--- config.mk ---
export PLATFORM = sky130hd
export DESIGN_NAME = iop_slave
export DESIGN_NICKNAME = d
export VERILOG_FILES = /design/src/rtl/iop_pkg.sv /design/src/rtl/iop_decode.sv /design/src/rtl/iop_core.sv /design/src/rtl/iop_slave.sv
export SDC_FILE = /design/constraint.sdc
export NUM_CORES = 1
export LEC_CHECK = 0
export BUFFER_PORTS_ARGS = -buffer_cell sky130_fd_sc_hd__buf_2
export CORE_MARGIN = 10
export CORE_UTILIZATION = 40
export DETAILED_ROUTE_END_ITERATION = 8
export PLACE_DENSITY = 0.61
export SKIP_LAST_GASP = 1
export SLEW_MARGIN = 30
export SYNTH_ARGS = -nofsm -noshare
export SYNTH_HDL_FRONTEND = slang
export SYNTH_SLANG_ARGS = --single-unit
--- constraint.sdc ---
create_clock -name clk -period 3.5 [get_ports clk]
set_input_delay 0.35 -clock clk [delete_from_list [all_inputs] [get_ports clk]]
set_output_delay 0.35 -clock clk [all_outputs]
set_load 0.005 [all_outputs]
--- src/rtl/iop_pkg.sv ---
package iop_pkg;

    localparam int OFF_W = 2;

    localparam logic [OFF_W-1:0] OFF_DATA = 2'd0;
    localparam logic [OFF_W-1:0] OFF_STAT = 2'd1;
    localparam logic [OFF_W-1:0] OFF_CTRL = 2'd2;

    localparam int ST_DONE  = 0;
    localparam int ST_BUSY  = 1;
    localparam int ST_OVR   = 2;
    localparam int ST_FAULT = 3;

    localparam int CT_IE = 0;

    typedef enum logic [2:0] {
        CMD_NONE,
        CMD_CTRL_WR,
        CMD_CTRL_RD,
        CMD_TEST,
        CMD_FETCH,
        CMD_SEND,
        CMD_DATA_RD
    } cmd_e;

endpackage

--- src/rtl/iop_decode.sv ---
module iop_decode
    import iop_pkg::*;
#(
    parameter int              DEV_W  = 4,
    parameter logic [DEV_W-1:0] DEV_ID = 4'h5,
    localparam int             ADDR_W = DEV_W + OFF_W
) (
    input  logic              bus_wr,
    input  logic              bus_rd,
    input  logic [ADDR_W-1:0] bus_addr,
    output cmd_e              cmd
);

    logic             hit;
    logic [OFF_W-1:0] off;

    assign hit = (bus_addr[ADDR_W-1 -: DEV_W] == DEV_ID);
    assign off = bus_addr[OFF_W-1:0];

    always_comb begin
        cmd = CMD_NONE;
        if (hit) begin
            if (bus_wr) begin
                case (off)
                    OFF_DATA: cmd = CMD_SEND;
                    OFF_STAT: cmd = CMD_FETCH;
                    OFF_CTRL: cmd = CMD_CTRL_WR;
                    default:  cmd = CMD_NONE;
                endcase
            end else if (bus_rd) begin
                case (off)
                    OFF_DATA: cmd = CMD_DATA_RD;
                    OFF_STAT: cmd = CMD_TEST;
                    OFF_CTRL: cmd = CMD_CTRL_RD;
                    default:  cmd = CMD_NONE;
                endcase
            end
        end
    end

endmodule

--- src/rtl/iop_core.sv ---
module iop_core
    import iop_pkg::*;
#(
    parameter int DATA_W = 8,
    parameter int MODE_W = 4
) (
    input  logic              clk,
    input  logic              rst_n,
    input  cmd_e              cmd,
    input  logic [DATA_W-1:0] wdata,
    output logic [DATA_W-1:0] rdata,
    output logic              rvalid,
    output logic              irq,
    output logic              per_req,
    output logic              per_we,
    output logic [DATA_W-1:0] per_wdata,
    input  logic [DATA_W-1:0] per_rdata,
    input  logic              per_ack,
    input  logic              per_fault,
    output logic [MODE_W-1:0] per_mode
);

    typedef struct packed {
        logic [DATA_W-1:0] ctrl;
        logic [DATA_W-1:0] data;
        logic [DATA_W-1:0] wbuf;
        logic [DATA_W-1:0] rdata;
        logic              rvalid;
        logic              req;
        logic              we;
        logic              done;
        logic              ovr;
        logic              fault;
    } state_t;

    state_t            st_d, st_q;
    logic [DATA_W-1:0] status_q;
    logic              finish;

    always_comb begin
        status_q           = '0;
        status_q[ST_DONE]  = st_q.done;
        status_q[ST_BUSY]  = st_q.req;
        status_q[ST_OVR]   = st_q.ovr;
        status_q[ST_FAULT] = st_q.fault;
    end

    assign finish = st_q.req & per_ack;

    always_comb begin
        st_d        = st_q;
        st_d.rvalid = 1'b0;
        case (cmd)
            CMD_CTRL_WR: begin
                if (st_q.req) st_d.ovr  = 1'b1;
                else          st_d.ctrl = wdata;
            end
            CMD_CTRL_RD: begin
                st_d.rdata  = st_q.ctrl;
                st_d.rvalid = 1'b1;
            end
            CMD_TEST: begin
                st_d.rdata  = status_q;
                st_d.rvalid = 1'b1;
                st_d.ovr    = 1'b0;
                st_d.fault  = 1'b0;
            end
            CMD_FETCH: begin
                if (st_q.req) begin
                    st_d.ovr = 1'b1;
                end else begin
                    st_d.req  = 1'b1;
                    st_d.we   = 1'b0;
                    st_d.done = 1'b0;
                end
            end
            CMD_SEND: begin
                if (st_q.req) begin
                    st_d.ovr = 1'b1;
                end else begin
                    st_d.req  = 1'b1;
                    st_d.we   = 1'b1;
                    st_d.wbuf = wdata;
                    st_d.done = 1'b0;
                end
            end
            CMD_DATA_RD: begin
                st_d.rdata  = st_q.data;
                st_d.rvalid = 1'b1;
                st_d.done   = 1'b0;
            end
            default: ;
        endcase
        // completion is applied last so its set wins over a same-cycle clear
        if (finish) begin
            st_d.req  = 1'b0;
            st_d.done = 1'b1;
            if (!st_q.we)  st_d.data  = per_rdata;
            if (per_fault) st_d.fault = 1'b1;
        end
    end

    always_ff @(posedge clk) begin
        if (!rst_n) st_q <= '0;
        else        st_q <= st_d;
    end

    assign rdata     = st_q.rdata;
    assign rvalid    = st_q.rvalid;
    assign irq       = st_q.ctrl[CT_IE] & st_q.done;
    assign per_req   = st_q.req;
    assign per_we    = st_q.we;
    assign per_wdata = st_q.wbuf;
    assign per_mode  = st_q.ctrl[DATA_W-1 -: MODE_W];

endmodule

--- src/rtl/iop_slave.sv ---
module iop_slave
    import iop_pkg::*;
#(
    parameter int               DATA_W = 8,
    parameter int               MODE_W = 4,
    parameter int               DEV_W  = 4,
    parameter logic [DEV_W-1:0] DEV_ID = 4'h5,
    localparam int              ADDR_W = DEV_W + OFF_W
) (
    input  logic              clk,
    input  logic              rst_n,
    input  logic              bus_wr,
    input  logic              bus_rd,
    input  logic [ADDR_W-1:0] bus_addr,
    input  logic [DATA_W-1:0] bus_wdata,
    output logic [DATA_W-1:0] bus_rdata,
    output logic              bus_rvalid,
    output logic              irq,
    output logic              per_req,
    output logic              per_we,
    output logic [DATA_W-1:0] per_wdata,
    input  logic [DATA_W-1:0] per_rdata,
    input  logic              per_ack,
    input  logic              per_fault,
    output logic [MODE_W-1:0] per_mode
);

    cmd_e cmd;

    iop_decode #(
        .DEV_W  (DEV_W),
        .DEV_ID (DEV_ID)
    ) u_decode (
        .bus_wr   (bus_wr),
        .bus_rd   (bus_rd),
        .bus_addr (bus_addr),
        .cmd      (cmd)
    );

    iop_core #(
        .DATA_W (DATA_W),
        .MODE_W (MODE_W)
    ) u_core (
        .clk       (clk),
        .rst_n     (rst_n),
        .cmd       (cmd),
        .wdata     (bus_wdata),
        .rdata     (bus_rdata),
        .rvalid    (bus_rvalid),
        .irq       (irq),
        .per_req   (per_req),
        .per_we    (per_we),
        .per_wdata (per_wdata),
        .per_rdata (per_rdata),
        .per_ack   (per_ack),
        .per_fault (per_fault),
        .per_mode  (per_mode)
    );

endmodule

-- Yosys cells after proc, flatten, opt, wreduce, memory -nomap -nowiden
Index checks and enable logic that the tools add are counted.
- multiplexer cells: 16
- reduce and logical (&&, ||, !) cells: 13
- eq/ne operators: 14
- bitwise gates (word level): 5
- operator list (operator ; number):
    $pmux 9 s3 ; 1
    $pmux 3 s3 ; 2
    $eq 3x3->1 const B ; 3
    $mux 3 ; 3
    $reduce_and 2->1 ; 4
    $eq 3x2->1 const B ; 2
    $ne 3x3->1 const B ; 2
    $reduce_and 3->1 ; 2
    $mux 1 ; 5
    $eq 4x3->1 const B ; 1
    $mux 2 ; 2
    $ne 2x2->1 const B ; 2
    $pmux 2 s2 ; 1
    $reduce_bool 2->1 ; 2
    $reduce_bool 4->1 ; 1
    $eq 3x1->1 const B ; 1
    $not 1->1 ; 3
    $pmux 1 s3 ; 1
    $reduce_bool 3->1 ; 1
    $reduce_or 3->1 ; 1
    $and 1x1->1 ; 2
    $eq 2x1->1 const B ; 1
    $eq 2x2->1 const B ; 1
    $logic_not 2->1 ; 1
    3 further kinds ; 3
- logic and storage cells: 58
- bits of input ports: 28
- flip-flop bits (word level): 38
- output and inout port bits: 24

-- Logic depth before layout (Yosys ltp)
- depth in word-level cells: 9
- depth in mapped cells: 6

-- By module
Synthesis repeated with hierarchy kept, for this count alone.
- cell total of the unflattened synthesis: 204
- area total of the unflattened synthesis: 1874.3 um2
- modules (own cells, without submodules) (module ; seq. area each (um2) ; cells an instance ; area an instance (um2) ; times used):
    iop_core ; 760.7 ; 195 ; 1770.4 ; 1
    iop_decode ; 0.0 ; 9 ; 103.8 ; 1

-- Worst setup path before layout
No wires, ideal clock.
- kind: input to register
- from: input port bus_addr[5]
- to: register u_core.st_q, in the netlist u_core.per_wdata[0]
- setup time: 0.116 ns
- required time: 3.384 ns
- arrival: 1.241 ns
- setup slack: 2.143 ns
- buffers on the path: 2
- stages: 6
- path through: and4bb_1 > buf_6 > and3_4 > buf_12 > mux2i_1 > nor2b_1
- longest elaborated chain between the ends: 4
- RTL lines (item ; RTL line ; source):
    start: declaration ; iop_slave.sv:14 ; input logic [ADDR_W-1:0] bus_addr,
    $eq 4x3->1 ; iop_decode.sv:17 ; assign hit = (bus_addr[ADDR_W-1 -: DEV_W] == DEV_ID);
    $mux 3 ; iop_decode.sv:22 ; if (hit) begin
    $eq 3x3->1 ; iop_core.sv:53 ; case (cmd)
    $reduce_and 2->1 (no source line) ; n/a ;
    end signal: assignment ; iop_core.sv:105 ; else st_q <= st_d;
    end: declaration ; iop_core.sv:36 ; state_t st_d, st_q;
Every way passes these cells.
A chain may end at the register's enable or synchronous reset.

-- Worst setup path after layout
- from: register u_core.st_q, in the netlist u_core.per_req
- to: register u_core.st_q[31] (netlist bit)
- longest elaborated chain between the ends: 2
- RTL lines (item):
    $not 1->1 (no source line)
    $reduce_and 2->1 (no source line)
Every way passes these cells.

==> impl_summary.txt <==
----------------------------------------------------
[Synth]
  Syn Inst Count ... 186
  Fraction of the yosys area taken by sequential cells ... 42.8%
  Mean area per synthesized cell ... roughly 9.6 um^2
  Yosys warning total ... 0
  Post-synth design cell area ... about 0.0018 mm^2
  Proportion of register bits with asynchronous set or reset after synthesis ... 0%
  Most used flip-flop cell after synthesis ... sky130_fd_sc_hd__dfxtp_1
  EDFF count, synth ... 0
  Number of distinct library cells after synthesis ... 34
  Synth Net Count ... 214
  Proportion of netlist area held by the largest area contributor ... 42.8%
  Most area-consuming cells after synthesis ... sky130_fd_sc_hd__dfxtp_1 43%, sky130_fd_sc_hd__mux2i_1 11%, sky130_fd_sc_hd__buf_4 8.9%
  Number of flip-flops and latches in the synthesized netlist ... 38
  Yosys top cell by area ... sky130_fd_sc_hd__dfxtp_1

[Critical path]
  Cell at the slowest stage of the critical path ... sky130_fd_sc_hd__nand4b_1
  Register-to-Register Path Depth ... 4
  CP Data Arrival Time ... approximately 1900 ps
  Launch point of the worst reg-to-reg path ... u_core.per_req
  Setup slack of the worst register-to-register path ... about 1800 ps
  Critical path type ... register to register
  Worst Setup End Kind ... register
  Largest fanout on the critical path ... 8
  Slowest stage delay, CP ... roughly 520 ps
  Data required time at the worst endpoint ... between 3000 and 4000 ps
  Reg-to-reg critical path endpoint ... u_core.st_q[31]
  CP Launch Type ... register
  Chain of cells forming the critical path ... and2b_1 -> nand4b_1 -> mux2i_1 -> nor2b_1

[Drt]
  Post-detailed-route via-to-cell ratio ... approximately 4.9
  Routed wire length ... roughly 4000 um
  Vias ... between 1000 and 1500
  Average routed wire per standard cell ... approximately 15 um
  Number of design-rule violations left by the first detailed-router iteration ... between 40 and 50
  Remaining antenna violation count ... 0
  Drt first pass iters ... 4
  Count of unresolved DRC violations after routing ... 0

[CTS]
  Clk slew on worst S/H paths ... 80 ps
  Resized Gates After CTS ... 0
  Number of levels in the clock H-tree ... 2
  CTS tree ... yes
  Total setup buffers inserted after CTS ... 0
  Clock tree sinks ... 38
  Skew-Pair Late Insertion Delay ... 290 ps
  Largest buffer count on any clock path ... 2
  Number of buffers added to fix hold violations after cts ... 0
  CTS Root Buffer Type ... sky130_fd_sc_hd__clkbuf_8
  Inserted Clock Buffers ... 5

[Layout]
  FF+latch area ... between 700 and 800 um^2
  Leading cell type in the layout, fill and taps excluded ... sky130_fd_sc_hd__buf_2
  Total area of multi-input combinational cells ... around 800 um^2
  Count of placed standard cells in the final layout, fillers left out ... about 270
  Top library cells by usage in the layout, fill and taps aside ... 51 x sky130_fd_sc_hd__buf_2, 38 x sky130_fd_sc_hd__dfxtp_1, 22 x sky130_fd_sc_hd__nand2_1
  Final core area utilization ... between 40% and 50%
  Layout area overhead ... 13.1%
  Antenna Cells ... 0
  Final cell area excluding filler cells ... about 0.002 mm^2
  Filler instances ... roughly 440
  Share of final-layout standard cells stronger than drive strength 1 ... between 20 and 30%
  Layout net count ... approximately 240

[Timing]
  Min Clock Period, post-route ... roughly 1700 ps
  Final critical-path share of the clock period ... between 40 and 50%
  Setup-failing EPs final ... 0
  Setup tns final ... 0 ps
  Final Max Tran Viols ... 0
  Unrepaired setup endpoints after global routing ... false
  Worst Tran Pin Value ... ~620 ps
  Final Hold Fails ... 0
  Max_slew headroom ... about 60%
  Worst clock skew on the final layout ... approximately 5.0 ps
  Peak Freq ... 589 MHz

[Flow run]
  Number of violations of the max-capacitance limit ... 0

[Global routing]
  Total routing usage reported by global routing ... approximately 11%
  Antenna violations before repair ... 0
  Number of global-route vias before repair ... between 1000 and 1500
  Wire length of the first global-routing pass ... ~6500 um
  Maximum number of pins on one net before global-route repair ... 38
  Overflow left after global routing ... 0

[Placement]
  Total of buffers placed on input and output ports ... approximately 50
  Cell area after placement ... around 0.0019 mm^2
  Post-detailed-placement half-perimeter wirelength ... roughly 3000 um
  Cell count after placement ... 258
  Global placement routability congestion ... between 0.7 and 0.8

[Min path]
  Hold Path Stages ... 3
  Start point of the worst min-delay path ... per_rdata[6]
  Hold Path End ... u_core.st_q[28]
  Hold Path Class ... input port to register

[Run status]
  Run status ... complete, no violations

[Die]
  Chip Width ... ~87 um
  Area of the die ... about 0.0075 mm^2
  Number of primary I/O pins ... 52
  Core Region ... approximately 0.0043 mm^2
  Die Y ... ~87 um
  Std cell rows ... 24
  Effective utilization at floorplan ... 41.1%

[Power and ir drop]
  Peak supply drop ... 243 uV
  Leakage power figure ... a little under 0.9 nW
  Total power density per cell area ... about 470 mW/mm^2

----------------------------------------------------
[metrics by stage]
stage          worst slack (ps)  power [W]  hold WS (ps)
5_1_grt                    1650   0.000978           304
6_report                   1800   0.000946           300
3_5_place_dp               1510   0.000493           452
4_1_cts                    1800   0.000960           299
2_1_floorplan              2140   0.000473           434
3_3_place_gp               1610   0.000492           454
[sequential cells by signal (all words and copies together), names as in the netlist]
name	count
u_core.per_we	1
u_core.per_wdata	8
u_core.rvalid	1
u_core.rdata	8
u_core.per_mode	4
u_core.st_q	15
u_core.per_req	1
[how the worst max path moves through the flow]
stage	slack [ps]	depth (start not counted)	end	startpoint
floorplan	2140	6	u_core.per_wdata[0]	bus_addr[5]
global placement	1610	5	u_core.per_mode[1]	bus_addr[5]
detailed placement	1510	5	u_core.st_q[31]	bus_addr[5]
CTS	1800	4	u_core.st_q[31]	u_core.per_req
global route	1650	4	u_core.st_q[31]	u_core.per_req
finish	1800	4	u_core.st_q[31]	u_core.per_req
[cells by family after synthesis]
logic type	share of synthesized area [%]
buffers and inverters	13.4
flip-flops	42.8
AO/OA/AOI/OAI	12.7
multiplexers	11.3
AND/OR/NAND/NOR	19.8
[routing by layer]
layer	routed length (um)	up-vias	global-route usage, %
li1	-	667	-
met1	1820	604	12.8
met2	1740	38	16.6
met3	390	3	6.10
met4	28	0	3.09
met5	0	-	0
[layout make-up]
| class | instances | share of cell area [%] |
|---|---|---|
| Multi-Input combinational cell | 115 | 38.8 |
| Timing Repair Buffer | 51 | 12.7 |
| Tap cell | 52 | 3.24 |
| Sequential cell | 38 | 37.8 |
| Clock buffer | 6 | 4.11 |
| Inverter | 2 | 0.373 |
| Clock inverter | 2 | 2.99 |
[report_power, final]
group / leakage (nW) / internal, W / switching (W)
sequential: 0.306 / 0.000434 / 0.00000112
clock: 0.0714 / 0.000304 / 0.000159
combinational: 0.506 / 0.0000236 / 0.0000236
[Yosys cell counts (all sizes together), types with 2 or more instances]
cell,number
a21boi,10
o21ai,4
buf,27
and3,2
clkbuf,4
o2bb2ai,4
nor2,7
mux2i,20
o21a,2
dfxtp,38
a221oi,4
inv,2
nor3,3
nand2,22
nor2b,21
nand3,2
and2,2
[critical path, delay by kind of cell, from the launching register on]
kind          cells  cell delay [ps]
flops             1              380
mux               1              350
simple gates      3              860
No activity file was read; power rests on OpenSTA's default activity.
